$ cat src/rtl/arsx_pkg.sv
package arsx_pkg;
   localparam int BYTE_W = 8;
   localparam int NIB_W  = BYTE_W / 2;

   typedef enum logic {
      OP_ARR = 1'b0,
      OP_SBX = 1'b1
   } arsx_op_e;

   typedef struct packed {
      logic [BYTE_W-1:0] acc;
      logic [BYTE_W-1:0] idx;
      logic              n;
      logic              z;
      logic              c;
      logic              v;
   } arsx_res_t;
endpackage

$ cat src/rtl/arsx_arr_core.sv
module arsx_arr_core
   import arsx_pkg::*;
#(
   parameter bit DEC_EN = 1'b1,
   parameter int DATA_W = 8
) (
   input  logic [DATA_W-1:0] a_in,
   input  logic [DATA_W-1:0] operand,
   input  logic [DATA_W-1:0] x_in,
   input  logic              c_in,
   input  logic              d_in,
   output arsx_res_t         res
);
   localparam int HALF = DATA_W / 2;

   logic [DATA_W-1:0] masked;
   logic [DATA_W-1:0] rot;

   assign masked = a_in & operand;
   assign rot    = {c_in, masked[DATA_W-1:1]};

   generate
      if (DEC_EN) begin : g_dec
         logic [HALF:0]     lo_sum;
         logic [HALF:0]     hi_sum;
         logic              lo_fix;
         logic              hi_fix;
         logic [HALF-1:0]   lo_adj;
         logic [DATA_W-1:0] stage1;
         logic [DATA_W-1:0] stage2;

         always_comb begin
            lo_sum = {1'b0, masked[HALF-1:0]} + {{HALF{1'b0}}, masked[0]};
            hi_sum = {1'b0, masked[DATA_W-1:HALF]} + {{HALF{1'b0}}, masked[HALF]};
            lo_fix = d_in && (lo_sum > (HALF+1)'(5));
            hi_fix = d_in && (hi_sum > (HALF+1)'(5));
            lo_adj = rot[HALF-1:0] + HALF'(6);
            stage1 = lo_fix ? {rot[DATA_W-1:HALF], lo_adj} : rot;
            stage2 = hi_fix ? stage1 + DATA_W'(8'h60) : stage1;
         end

         always_comb begin
            res.acc = stage2;
            res.idx = x_in;
            res.n   = rot[DATA_W-1];
            res.z   = (rot == '0);
            res.v   = rot[DATA_W-2] ^ rot[DATA_W-3];
            res.c   = d_in ? hi_fix : rot[DATA_W-2];
         end
      end else begin : g_bin
         logic unused_d;
         assign unused_d = d_in;

         always_comb begin
            res.acc = rot;
            res.idx = x_in;
            res.n   = rot[DATA_W-1];
            res.z   = (rot == '0);
            res.v   = rot[DATA_W-2] ^ rot[DATA_W-3];
            res.c   = rot[DATA_W-2];
         end
      end
   endgenerate
endmodule

$ cat src/rtl/arsx_sbx_core.sv
module arsx_sbx_core
   import arsx_pkg::*;
#(
   parameter int DATA_W = 8
) (
   input  logic [DATA_W-1:0] a_in,
   input  logic [DATA_W-1:0] x_in,
   input  logic [DATA_W-1:0] operand,
   input  logic              v_hold,
   output arsx_res_t         res
);
   logic [DATA_W-1:0] masked;
   logic [DATA_W:0]   diff;

   assign masked = x_in & a_in;
   assign diff   = {1'b0, masked} - {1'b0, operand};

   always_comb begin
      res.acc = a_in;
      res.idx = diff[DATA_W-1:0];
      res.n   = diff[DATA_W-1];
      res.z   = (diff[DATA_W-1:0] == '0);
      res.c   = ~diff[DATA_W];
      res.v   = v_hold;
   end
endmodule

$ cat src/rtl/arsx_unit.sv
module arsx_unit
   import arsx_pkg::*;
#(
   parameter bit DEC_EN = 1'b1,
   parameter int DATA_W = 8
) (
   input  logic              clk,
   input  logic              rst,
   input  logic              en,
   input  logic              op_sel,
   input  logic [DATA_W-1:0] operand,
   input  logic [DATA_W-1:0] a_in,
   input  logic [DATA_W-1:0] x_in,
   input  logic              c_in,
   input  logic              d_in,
   output logic [DATA_W-1:0] a_out,
   output logic [DATA_W-1:0] x_out,
   output logic              n_out,
   output logic              z_out,
   output logic              c_out,
   output logic              v_out
);
   if (DATA_W != BYTE_W) begin : g_width_chk
      $error("arsx_unit: DATA_W must equal 8");
   end

   arsx_res_t arr_res;
   arsx_res_t sbx_res;
   arsx_res_t nxt;
   arsx_res_t cur;

   arsx_arr_core #(.DEC_EN(DEC_EN), .DATA_W(DATA_W)) u_arr (
      .a_in    (a_in),
      .operand (operand),
      .x_in    (x_in),
      .c_in    (c_in),
      .d_in    (d_in),
      .res     (arr_res)
   );

   arsx_sbx_core #(.DATA_W(DATA_W)) u_sbx (
      .a_in    (a_in),
      .x_in    (x_in),
      .operand (operand),
      .v_hold  (cur.v),
      .res     (sbx_res)
   );

   assign nxt = (arsx_op_e'(op_sel) == OP_SBX) ? sbx_res : arr_res;

   always_ff @(posedge clk) begin
      if (rst)     cur <= '0;
      else if (en) cur <= nxt;
   end

   assign a_out = cur.acc;
   assign x_out = cur.idx;
   assign n_out = cur.n;
   assign z_out = cur.z;
   assign c_out = cur.c;
   assign v_out = cur.v;


   a_r1_reset_clears: assert property (@(posedge clk)
      rst |=> (a_out == '0 && x_out == '0 && !n_out && !z_out && !c_out && !v_out));


   a_r2_hold_idle: assert property (@(posedge clk) disable iff (rst)
      !en |=> ($stable(a_out) && $stable(x_out) && $stable({n_out, z_out, c_out, v_out})));


   a_r4_bin_flags: assert property (@(posedge clk) disable iff (rst)
      (en && !op_sel && (!DEC_EN || !d_in)) |=>
         (c_out == a_out[DATA_W-2] && v_out == (a_out[DATA_W-2] ^ a_out[DATA_W-3])));


   a_r10_sbx_keeps: assert property (@(posedge clk) disable iff (rst)
      (en && op_sel) |=> (a_out == $past(a_in) && v_out == $past(v_out)));


   a_r11_arr_keeps_x: assert property (@(posedge clk) disable iff (rst)
      (en && !op_sel) |=> (x_out == $past(x_in)));


   a_r9_sbx_nz: assert property (@(posedge clk) disable iff (rst)
      (en && op_sel) |=> (n_out == x_out[DATA_W-1] && z_out == (x_out == '0)));
endmodule

$ cat config.mk
export PLATFORM = sky130hd
export DESIGN_NAME = arsx_unit
export DESIGN_NICKNAME = d
export VERILOG_FILES = /design/src/rtl/arsx_pkg.sv /design/src/rtl/arsx_arr_core.sv /design/src/rtl/arsx_sbx_core.sv /design/src/rtl/arsx_unit.sv
export SDC_FILE = /design/constraint.sdc
export NUM_CORES = 1
export LEC_CHECK = 0
export BUFFER_PORTS_ARGS = -buffer_cell sky130_fd_sc_hd__buf_2
export CAP_MARGIN = 20
export CORE_MARGIN = 1
export CORE_UTILIZATION = 39
export DETAILED_ROUTE_END_ITERATION = 16
export PLACE_DENSITY_LB_ADDON = 0.05
export SYNTH_ARGS = -nofsm -noshare
export SYNTH_HDL_FRONTEND = slang
export SYNTH_SLANG_ARGS = --single-unit
$ cat constraint.sdc
create_clock -name clk -period 2.8 [get_ports clk]
set_clock_uncertainty 0.15 [all_clocks]
set_input_delay 0.56 -clock clk [delete_from_list [all_inputs] [get_ports clk]]
set_output_delay 0.56 -clock clk [all_outputs]
set_load 0.02 [all_outputs]
==> implementation parameters <==
Parameter                              Value

Power
  PD cells    about 430 nW/um^2
  Leakage    between 1 and 1.5 nW
  Highest ir drop seen on vdd    about 0.00020 V
  Total Power Consumption    0.902 mW

Floorplan
  Die Outline Area    ~4600 um^2
  Die Span X    68.2 um
  Number of rows created at floorplan    23
  Core Box Area    4090 um^2
  Effective utilization at floorplan    0.418
  DIE HEIGHT    roughly 70 um
  I/O pins    50

Clocking
  Clock latency at the later pin of the worst-skew pair    270 ps
  Post-CTS clock slew at the launch and capture registers of the worst setup and hold paths    90 ps
  Clock tree from TritonCTS    yes
  Cts bufs inserted    3
  Post-cts repair resize count    0
  Number of buffers inserted for hold repair after clock tree synthesis    0
  Clock sinks    20
  Maximum level of the CTS H-tree    1
  Buffer count from post-CTS setup fixing    0
  Root Buffer Master    sky130_fd_sc_hd__clkbuf_8
  Number of buffers on the longest clock path    2

Yosys
  Yosys warnings    0
  Fraction of synthesized cell area taken by the top area cell type    0.235
  Post-synthesis instance area    1710 um^2
  Yosys cell types    54
  Number of synthesized flops with an enable pin    0
  Synthesized Nets    265
  Largest area contributor in the synthesized netlist    sky130_fd_sc_hd__dfxtp_1
  Average size of a mapped cell    a little under 8 um^2
  Top cells by area in the synthesized netlist    sky130_fd_sc_hd__dfxtp_1, sky130_fd_sc_hd__ha_1, sky130_fd_sc_hd__mux2i_1
  Count of mapped cells out of synthesis    219
  Post-synth top flop    sky130_fd_sc_hd__dfxtp_1
  Yosys reg bits    20
  Async set or reset register ratio after synthesis    0
  Register area share after synthesis    0.235

Setup path
  Critical setup path kind    input pin to flop
  Critical path buffers and inverters    2
  Crit path max-delay cell type    sky130_fd_sc_hd__fa_1
  Cell type group with the largest total delay on the critical path    compound AO/OA/AOI/OAI gates
  Worst Path Max Fanout    3
  Required time reported for the critical path endpoint    2820 ps
  Arrival time reported for the critical path endpoint    about 2400 ps
  Reg2Reg Launch Point    z_out
  Cells on worst reg2reg path    5
  Terminus of the critical flop-to-flop path    z_out
  Type of element capturing the critical path    flop
  Register-to-Register Setup Slack    roughly 1500 ps
  Cell repeated most along the worst path    sky130_fd_sc_hd__a21oi_1
  Largest stage delay on the critical path    around 400 ps
  Worst path cell trace    buf_2 > nand2_1 > ha_1 > inv_1 > fa_1 > a21oi_1 > o21ai_0 > a21oi_1 > xnor2_1 > nor2_1 > a31o_2
  Startpoint types    input pin

Global route
  Vias in the first global route    1,447
  Antenna violations before repair    0
  Wire length of the first global-routing pass    7.09 mm
  Maximum number of pins on one net before global-route repair    28
  Remaining global-route overflow    0
  GRT Resource Usage Total    0.204

STA
  Maximum clock rate    a little over 0.4 GHz
  Final Max Tran Viols    0
  Total of endpoints with negative setup slack in the final report    0
  Slew HR    0.641
  Clock period minus final worst setup slack    2410 ps
  Slew at the pin with the worst max-slew slack    539 ps
  Setup repair after global routing missed its margin    no
  Sum of negative setup slack    0 ps
  Count of endpoints failing hold in the final timing report    0
  Period utilisation layout    0.861

Worst hold path
  Start point of the worst min-delay path    a_out[7]
  Min-Delay Endpoint    a_out[7]
  Worst hold-check path type    flop to flop
  Hold Path Cell Cnt    2

Job
  Maximum Capacitance Violations    0

Drt
  Aggregate routed wire length    4.33 mm
  Average detailed-routed wire length per instance    13.7 um
  Pre-antenna DRT Iters    4
  DRC violation count after routing    0
  Number of DRC markers after the initial detailed-route iteration    44
  Post-DRT Antenna Nets    0
  Total vias in the final route    roughly 1,600
  Via density    5.17

Layout
  Layout Nets    314
  Area growth from synthesis to final layout    21.7%
  Number of antenna diodes    0
  Fraction of final layout cells with drive strength greater than 1    0.255
  Number of fill cells in the layout    444

Placement
  HPWL reported at the end of detailed placement    around 3.4 mm
  Number of buffer cells added on primary ports    approximately 50
  Weighted congestion at the end of routability-driven global placement    0.829

Status
  Status    finished, final reports clean
cells in the final DEF, fill, tap and decap left out, types with 7 or more instances in the layout:
master                     instances
sky130_fd_sc_hd__buf_2            49
sky130_fd_sc_hd__nand2_1          21
sky130_fd_sc_hd__dfxtp_1          20
sky130_fd_sc_hd__nor2_1           19
sky130_fd_sc_hd__inv_1            17
sky130_fd_sc_hd__a21oi_1          15
sky130_fd_sc_hd__ha_1             15
sky130_fd_sc_hd__and2_1            9
sky130_fd_sc_hd__o21ai_0           9
sky130_fd_sc_hd__mux2i_1           8
sky130_fd_sc_hd__a211oi_1          7
synth_stat cells, types with 3 or more instances:
cell and n:
sky130_fd_sc_hd__nand2_1 21, sky130_fd_sc_hd__dfxtp_1 20, sky130_fd_sc_hd__nor2_1 19, sky130_fd_sc_hd__inv_1 17, sky130_fd_sc_hd__a21oi_1 15, sky130_fd_sc_hd__ha_1 15, sky130_fd_sc_hd__and2_1 9, sky130_fd_sc_hd__o21ai_0 9
sky130_fd_sc_hd__mux2i_1 8, sky130_fd_sc_hd__a211oi_1 7, sky130_fd_sc_hd__clkbuf_1 7, sky130_fd_sc_hd__xnor2_1 6, sky130_fd_sc_hd__nand3_1 4, sky130_fd_sc_hd__nor3_1 4, sky130_fd_sc_hd__and3_1 3, sky130_fd_sc_hd__nand2b_1 3
sky130_fd_sc_hd__nand3b_1 3
stage by stage:
stage	util	std cells	worst slack, ps	instance area (um^2)	hold WS [ps]
after global placement	0.491	313	126	2010	309
after CTS	0.508	317	386	2080	332
after global routing	0.508	317	209	2080	351
after floorplan	-	219	462	1710	394
final	0.508	317	389	2080	321
after detailed placement	0.491	313	124	2010	318
layer usage:
layer | wire [um] | vias up | global-route usage
li1 | - | 879 | -
met1 | 2240 | 721 | 0.293
met2 | 1860 | 37 | 0.319
met3 | 206 | 2 | 0.0250
met4 | 25 | 0 | 0.0469
met5 | 0 | - | 0
cell families (layout without fill, tap and decap cells):
| logic type | Yosys count | count (layout) | synth area share |
|---|---|---|---|
| simple gates | 84 | 84 | 0.265 |
| compound gates | 54 | 54 | 0.220 |
| buf+inv | 28 | 76 | 0.0638 |
| flops | 20 | 20 | 0.235 |
| fa+ha+maj | 16 | 16 | 0.122 |
| mux | 9 | 9 | 0.0535 |
| xor+xnor | 8 | 8 | 0.0411 |
power breakdown:
group	switching [mW]	internal (mW)	total [mW]
registers	0.0105	0.306	0.317
clock network	0.111	0.191	0.301
logic	0.166	0.118	0.284
state kept, by name, indices dropped and copies added, names as in the netlist:
name   cells
z_out      1
x_out      8
a_out      8
v_out      1
n_out      1
c_out      1
cell type report:
type | count | area, um^2 | area share
multi-input combinational | 171 | 1200 | 0.577
tap | 50 | 62.6 | 0.0301
clock inverter | 1 | 30.0 | 0.0145
clock buffer | 3 | 41.3 | 0.0199
inverter | 20 | 77.6 | 0.0373
sequential | 20 | 400 | 0.193
timing repair buffer | 52 | 268 | 0.129
worst register-to-register path: stages (launching register included):
cell	delay [ps]
sky130_fd_sc_hd__dfxtp_1	360
sky130_fd_sc_hd__nor2_1	50
sky130_fd_sc_hd__nor2_1	150
sky130_fd_sc_hd__nand4b_1	130
sky130_fd_sc_hd__nor3_1	250
sky130_fd_sc_hd__a31o_2	180
how the worst max path moves through the flow:
stage                  from        to  slack (ps)  depth (start not counted)
floorplan           x_in[0]     z_out         460                         10
global placement    a_in[0]  x_out[6]         130                         11
detailed placement  a_in[0]     z_out         120                         11
CTS                 a_in[0]  x_out[6]         390                         11
global route        a_in[0]  x_out[6]         210                         11
finish              a_in[0]     z_out         390                         11
No activity file was read; power rests on OpenSTA's default activity.
